[config.mk]
export PLATFORM = sky130hd
export DESIGN_NAME = spi_cfg_ctrl
export DESIGN_NICKNAME = d
export VERILOG_FILES = /design/src/rtl/spi_cfg_pkg.sv /design/src/rtl/spi_sync.sv /design/src/rtl/spi_frame.sv /design/src/rtl/spi_regs.sv /design/src/rtl/spi_cfg_ctrl.sv
export SDC_FILE = /design/constraint.sdc
export NUM_CORES = 1
export LEC_CHECK = 0
export BUFFER_PORTS_ARGS = -buffer_cell sky130_fd_sc_hd__buf_4
export CORE_UTILIZATION = 45
export CTS_CLUSTER_DIAMETER = 100
export DETAILED_ROUTE_END_ITERATION = 8
export PLACE_DENSITY_LB_ADDON = 0.2
export SLEW_MARGIN = 20
export SYNTH_ARGS = -nofsm -noshare
export SYNTH_HDL_FRONTEND = slang
export SYNTH_SLANG_ARGS = --single-unit
[constraint.sdc]
create_clock -name clk_i -period 2.86 [get_ports clk_i]
set_input_delay 0.286 -clock clk_i [delete_from_list [all_inputs] [get_ports clk_i]]
set_output_delay 0.286 -clock clk_i [all_outputs]
set_load 0.05 [all_outputs]
[src/rtl/spi_cfg_pkg.sv]
package spi_cfg_pkg;
  localparam int unsigned REG_W    = 8;
  localparam int unsigned ADDR_W   = 7;
  localparam int unsigned HDR_W    = ADDR_W + 1;
  localparam int unsigned FRAME_W  = HDR_W + REG_W;
  localparam int unsigned NUM_RW   = 3;
  localparam int unsigned LEN_W    = 5;
  localparam int unsigned LEN_MAX  = 25;
  localparam int unsigned LEN_LSB  = REG_W - LEN_W;
  localparam int unsigned SYNC_N   = 2;

  localparam logic [ADDR_W-1:0] STAT_ADDR = ADDR_W'(3);

  // reset values and writable-bit masks of the three writable registers
  localparam logic [NUM_RW-1:0][REG_W-1:0] RW_RST  = {8'h00, 8'h64, 8'h08};
  localparam logic [NUM_RW-1:0][REG_W-1:0] RW_MASK = {8'hF8, 8'hFC, 8'h5C};

  typedef struct packed {
    logic [ADDR_W-1:0] addr;
    logic [REG_W-1:0]  data;
  } wr_req_t;
endpackage

[src/rtl/spi_sync.sv]
module spi_sync #(
  parameter int unsigned W = 1,
  parameter int unsigned STAGES = 2,
  parameter logic [W-1:0] RST_VAL = '0
) (
  input  logic         clk_i,
  input  logic         rst_ni,
  input  logic [W-1:0] d_i,
  output logic [W-1:0] q_o
);
  logic [STAGES-1:0][W-1:0] st_q;

  always_ff @(posedge clk_i or negedge rst_ni) begin
    if (!rst_ni) begin
      st_q <= {STAGES{RST_VAL}};
    end else begin
      st_q[0] <= d_i;
      for (int i = 1; i < STAGES; i++) st_q[i] <= st_q[i-1];
    end
  end

  assign q_o = st_q[STAGES-1];
endmodule

[src/rtl/spi_frame.sv]
module spi_frame
  import spi_cfg_pkg::*;
(
  input  logic              clk_i,
  input  logic              rst_ni,
  input  logic              en_i,
  input  logic              sck_s_i,
  input  logic              mosi_s_i,
  input  logic              ss_s_i,
  input  logic [REG_W-1:0]  rd_data_i,
  output logic [ADDR_W-1:0] rd_addr_o,
  output logic              wr_stb_o,
  output wr_req_t           wr_req_o,
  output logic              miso_o,
  output logic              miso_oe_o
);
  localparam int unsigned CNT_W = $clog2(FRAME_W + 1);

  logic               sck_q;
  logic [CNT_W-1:0]   cnt_q;
  logic [FRAME_W-1:0] sr_q;
  logic [FRAME_W-1:0] sr_nxt;
  logic [REG_W-1:0]   tx_q;
  logic               rd_mode_q, oe_q, miso_q;
  logic               active, rise, fall, hdr_done, frame_done;

  assign active     = ~ss_s_i & en_i;
  assign rise       = sck_s_i & ~sck_q;
  assign fall       = ~sck_s_i & sck_q;
  assign sr_nxt     = {sr_q[FRAME_W-2:0], mosi_s_i};
  assign hdr_done   = active && rise && (cnt_q == CNT_W'(HDR_W - 1));
  assign frame_done = active && rise && (cnt_q == CNT_W'(FRAME_W - 1));

  always_ff @(posedge clk_i or negedge rst_ni) begin
    if (!rst_ni) begin
      sck_q     <= 1'b0;
      cnt_q     <= '0;
      sr_q      <= '0;
      tx_q      <= '0;
      rd_mode_q <= 1'b0;
      oe_q      <= 1'b0;
      miso_q    <= 1'b0;
    end else begin
      sck_q <= sck_s_i;
      if (!active) begin
        cnt_q     <= '0;
        rd_mode_q <= 1'b0;
        oe_q      <= 1'b0;
        miso_q    <= 1'b0;
      end else begin
        if (rise) begin
          sr_q <= sr_nxt;
          if (cnt_q != CNT_W'(FRAME_W)) cnt_q <= cnt_q + 1'b1;
        end
        // command bit is the MSB of the completed header byte
        if (hdr_done && sr_nxt[HDR_W-1]) begin
          rd_mode_q <= 1'b1;
          tx_q      <= rd_data_i;
        end
        if (fall && rd_mode_q) begin
          if (cnt_q == CNT_W'(FRAME_W)) begin
            oe_q      <= 1'b0;
            rd_mode_q <= 1'b0;
          end else begin
            oe_q   <= 1'b1;
            miso_q <= tx_q[REG_W-1];
            tx_q   <= {tx_q[REG_W-2:0], 1'b0};
          end
        end
      end
    end
  end

  assign rd_addr_o     = sr_nxt[ADDR_W-1:0];
  assign wr_stb_o      = frame_done && !sr_nxt[FRAME_W-1];
  assign wr_req_o.addr = sr_nxt[FRAME_W-2 -: ADDR_W];
  assign wr_req_o.data = sr_nxt[REG_W-1:0];
  assign miso_o        = miso_q;
  assign miso_oe_o     = oe_q;
endmodule

[src/rtl/spi_regs.sv]
module spi_regs
  import spi_cfg_pkg::*;
(
  input  logic              clk_i,
  input  logic              rst_ni,
  input  logic              wr_stb_i,
  input  wr_req_t           wr_req_i,
  input  logic [ADDR_W-1:0] rd_addr_i,
  input  logic              carrier_s_i,
  input  logic [LEN_W-1:0]  len_s_i,
  output logic [REG_W-1:0]  rd_data_o,
  output logic              mute_o,
  output logic [1:0]        sleep_mode_o,
  output logic              ext_reach_o,
  output logic [2:0]        swing_o,
  output logic [2:0]        offset_o,
  output logic              launch_coarse_o,
  output logic [3:0]        launch_fine_o
);
  logic [NUM_RW-1:0][REG_W-1:0] rw_q;
  logic [LEN_W-1:0]             len_rd;

  for (genvar g = 0; g < NUM_RW; g++) begin : g_rw
    always_ff @(posedge clk_i or negedge rst_ni) begin
      if (!rst_ni) rw_q[g] <= RW_RST[g];
      else if (wr_stb_i && wr_req_i.addr == ADDR_W'(g))
        rw_q[g] <= wr_req_i.data & RW_MASK[g];
    end
  end

  assign len_rd = (len_s_i > LEN_W'(LEN_MAX)) ? LEN_W'(LEN_MAX) : len_s_i;

  always_comb begin
    rd_data_o = '0;
    if (rd_addr_i == STAT_ADDR) begin
      rd_data_o = {len_rd, {LEN_LSB{1'b0}}};
    end else begin
      for (int i = 0; i < NUM_RW; i++)
        if (rd_addr_i == ADDR_W'(i)) rd_data_o = rw_q[i];
      if (rd_addr_i == '0) rd_data_o[REG_W-1] = carrier_s_i;
    end
  end

  assign mute_o          = rw_q[0][6];
  assign sleep_mode_o    = rw_q[0][4:3];
  assign ext_reach_o     = rw_q[0][2];
  assign swing_o         = rw_q[1][7:5];
  assign offset_o        = rw_q[1][4:2];
  assign launch_coarse_o = rw_q[2][7];
  assign launch_fine_o   = rw_q[2][6:3];
endmodule

[src/rtl/spi_cfg_ctrl.sv]
module spi_cfg_ctrl
  import spi_cfg_pkg::*;
(
  input  logic             clk_i,
  input  logic             rst_ni,
  input  logic             en_i,
  input  logic             sck_i,
  input  logic             mosi_i,
  input  logic             ss_ni,
  output logic             miso_o,
  output logic             miso_oe_o,
  input  logic             carrier_i,
  input  logic [LEN_W-1:0] cable_len_i,
  output logic             mute_o,
  output logic [1:0]       sleep_mode_o,
  output logic             ext_reach_o,
  output logic [2:0]       swing_o,
  output logic [2:0]       offset_o,
  output logic             launch_coarse_o,
  output logic [3:0]       launch_fine_o
);
  logic [2:0]        pin_s;
  logic [LEN_W:0]    stat_s;
  logic              wr_stb;
  wr_req_t           wr_req;
  logic [ADDR_W-1:0] rd_addr;
  logic [REG_W-1:0]  rd_data;

  // select idles high
  spi_sync #(.W(3), .STAGES(SYNC_N), .RST_VAL(3'b100)) u_pin_sync (
    .clk_i, .rst_ni, .d_i({ss_ni, sck_i, mosi_i}), .q_o(pin_s)
  );

  spi_sync #(.W(LEN_W + 1), .STAGES(SYNC_N), .RST_VAL('0)) u_stat_sync (
    .clk_i, .rst_ni, .d_i({carrier_i, cable_len_i}), .q_o(stat_s)
  );

  spi_frame u_frame (
    .clk_i, .rst_ni, .en_i,
    .sck_s_i(pin_s[1]), .mosi_s_i(pin_s[0]), .ss_s_i(pin_s[2]),
    .rd_data_i(rd_data), .rd_addr_o(rd_addr),
    .wr_stb_o(wr_stb), .wr_req_o(wr_req),
    .miso_o, .miso_oe_o
  );

  spi_regs u_regs (
    .clk_i, .rst_ni,
    .wr_stb_i(wr_stb), .wr_req_i(wr_req), .rd_addr_i(rd_addr),
    .carrier_s_i(stat_s[LEN_W]), .len_s_i(stat_s[LEN_W-1:0]),
    .rd_data_o(rd_data),
    .mute_o, .sleep_mode_o, .ext_reach_o, .swing_o, .offset_o,
    .launch_coarse_o, .launch_fine_o
  );
endmodule

==> metrics.md <==
| Metric | Value |
|---|---|
| Status | `complete, no violations` |
| Core Area | `5890 um^2` |
| Count leader, synth | `dfrtp_1` |
| Drt pass-1 iters | `5` |
| Post-synthesis cell type count | `46` |
| Post-Syn Instances | `204` |
| Largest net degree at the start of global routing | `66` |
| Total power | `1.99 mW` |
| Clock sinks | `65` |
| Share of layout cells above drive strength 1 | `36.8%` |
| Fin. max-slew vios | `0` |
| Global-route wire length before repair | `8370 um` |
| CP startpoint | `u_frame.cnt_q[0]` |
| # IOs | `29` |
| Clock slew at reported path FFs | `0.06 ns` |
| Worst VDD drop | `278 uV` |
| Fmax achieved | `0.451 GHz` |
| Final worst-path cycle share | `77.5%` |
| GRT Resource Usage Total | `18.1%` |
| Root buffer cell | `clkbuf_8` |
| Yosys top cell area share | `53.8%` |
| Worst Path Required | `3.08 ns` |
| Avg Inst Size Synth | `13.4 um^2` |
| Initial antenna violation count | `0` |
| Resize count post-CTS | `0` |
| Worst reg2reg path depth | `7` |
| Register area share after synthesis | `59.6%` |
| CP Capture Type | `flip-flop` |
| RSZ-0062 raised after global routing | `false` |
| Post-CTS setup buffer count | `0` |
| Routability cong. | `0.807` |
| Avg WL per Cell | `16.2 um` |
| Place WS | `0.623 ns` |
| Reg2reg end | `u_regs.ext_reach_o` |
| CTS tree | `done` |
| Vias per inst | `5.50` |
| Die footprint | `6410 um^2` |
| Initial Util | `46.6%` |
| Max cap viols | `0` |
| Setup WS post-layout | `0.643 ns` |
| Worst-case clock buffer depth | `2` |
| Die X | `80.1 um` |
| Leading post-synthesis cells by cell area | `dfrtp_1 54%, mux2_2 14%, dfstp_2 5.7%` |
| Final hold viol count | `0` |
| Syn nets | `219` |
| Num CTS Buffers | `9` |
| # hold bufs at CTS | `0` |
| Async SR Flop Fraction | `100%` |
| Setup TNS | `0 ns` |
| PwrDens | `616 nW/um^2` |
| Drc violations | `0` |
| Num rows | `28` |
| Worst EP arrival | `2.44 ns` |
| Nets | `252` |
| Worst-path maximum fanout | `6` |
| Worst Max-Slew Pin Slew | `0.789 ns` |
| Critical Path End | `u_regs.ext_reach_o` |
| Diodes inserted | `0` |
| IO Port Bufs | `28` |
| Max_slew headroom | `47.4%` |
| EDFF count, synth | `0` |
| #FFs+latches synth | `65` |
| Vias in the first global route | `1706` |
| Clk Latency, worst-skew pair | `0.34 ns` |
| Reg-to-Reg Start | `u_frame.cnt_q[0]` |
| P_leak | `1.51 nW` |
| Largest area contributor in the netlist | `dfrtp_1` |
| H-tree levels | `3` |
| Post-placement cell count | `301` |
| Syn-to-layout area delta | `17.7%` |
| Setup Skew | `0.00361 ns` |
| Detailed Route WL | `5140 um` |
| Antenna Nets Post-Route | `0` |
| Drt first-iter violations | `118` |
| Synth Flop Type | `dfrtp_1` |
| Yosys warnings | `0` |
| Setup CP Type | `reg2reg` |
| Final setup fails | `0` |
| Core Util, Final | `54.8%` |
| Top cells by count, synth | `59 x dfrtp_1, 33 x mux2_2, 12 x nor2_1` |
| Reg2reg setup slack | `0.64 ns` |
| Via count | `1745` |
| Post-Syn Area | `2740 um^2` |
| Die Ht | `80.1 um` |
| Final HPWL DP | `3450 um` |
| CP startpoint kind | `flip-flop` |
| Post-route insts no fill | `317` |
| Grt total ovfl | `0` |
| Minimum clock period | `2.22 ns` |
| Worst min-delay path class | `in2async` |
[stage by stage]
step           hold WS (ns)  cell area (um^2)
2_1_floorplan      -0.00959              2740
3_3_place_gp          0.332              3020
3_5_place_dp          0.335              3020
4_1_cts              0.0354              3230
5_1_grt              0.0382              3230
6_report             0.0120              3230
[routing by layer]
| layer | up-vias | wire length, um | track usage (%) |
|---|---|---|---|
| met5 | - | 0 | 0 |
| met2 | 42 | 2260 | 24.4 |
| met1 | 880 | 2500 | 25.7 |
| met4 | 0 | 163 | 12.7 |
| li1 | 811 | - | - |
| met3 | 12 | 216 | 3.98 |
[flip-flops by register name, indices dropped and copies added, names as in the netlist]
signal / count
u_frame.cnt_q: 5
u_frame.miso_o: 1
u_frame.miso_oe_o: 1
u_frame.rd_mode_q: 1
u_frame.sck_q: 1
u_frame.sr_q: 15
u_frame.tx_q: 8
u_pin_sync.q_o: 3
u_pin_sync.st_q: 3
u_regs.ext_reach_o: 1
u_regs.launch_coarse_o: 1
u_regs.launch_fine_o: 4
u_regs.mute_o: 1
u_regs.offset_o: 3
u_regs.sleep_mode_o: 2
u_regs.swing_o: 3
u_stat_sync.q_o: 6
u_stat_sync.st_q: 6
[critical path: stages (launching register included)]
cell	delay, ns
dfrtp_1	0.40
ha_1	0.27
and3_1	0.18
ha_1	0.13
nor4b_1	0.24
and3_4	0.25
nor3b_4	0.27
mux2_2	0.36
[worst min-delay path by stage]
| stage | start | endpoint | slack (ns) | depth (start not counted) |
|---|---|---|---|---|
| 3_3_place_gp | u_stat_sync.st_q[2] | u_stat_sync.q_o[2] | 0.33 | 0 |
| 2_1_floorplan | rst_ni | u_frame.cnt_q[0] | -0.01 | 0 |
| 4_1_cts | cable_len_i[4] | u_stat_sync.st_q[4] | 0.04 | 1 |
| 3_5_place_dp | u_stat_sync.st_q[2] | u_stat_sync.q_o[2] | 0.33 | 0 |
| 5_1_grt | ss_ni | u_pin_sync.st_q[2] | 0.04 | 1 |
| 6_report | rst_ni | u_frame.tx_q[2] | 0.01 | 1 |
[layout by cell type (no fill, tap or decap), types with 3 or more instances in the layout]
cell	netlist	final
dfrtp_1	59	59
mux2_2	33	33
buf_4	1	29
nor2_1	12	12
clkbuf_8	0	12
a21oi_1	7	7
inv_1	6	6
nand2_1	6	6
dfstp_2	6	6
mux2i_1	5	5
nor3_1	4	4
and2_1	4	4
o2bb2ai_1	4	4
o21ai_0	3	3
nor2b_1	3	3
a221oi_1	3	3
ha_1	3	3
[cell type report]
| class | count | area (um^2) |
|---|---|---|
| fill | 511 | 2660 |
| sequential | 65 | 1630 |
| multi-input combinational | 126 | 1050 |
| timing repair buffer | 29 | 218 |
| clock buffer | 14 | 173 |
| tap | 75 | 93.8 |
| clock inverter | 2 | 35.0 |
| inverter | 6 | 22.5 |
[logic make-up (layout without fill, tap and decap cells)]
logic type | count (synthesis) | after routing | synth area share (%)
buffers and inverters | 13 | 51 | 2.05
AO/OA/AOI/OAI | 30 | 30 | 8.03
AND/OR/NAND/NOR | 52 | 52 | 12.6
multiplexers | 38 | 38 | 15.4
XOR/XNOR | 3 | 3 | 0.958
flip-flops | 65 | 65 | 59.6
adder cells (fa/ha/maj) | 3 | 3 | 1.37
[where the power goes]
part / switching [mW] / internal, mW
clock network: 0.330 / 0.473
logic: 0.0794 / 0.0702
registers: 0.0677 / 0.968
total: 0.477 / 1.51
Power figures use the tool's default switching activity.
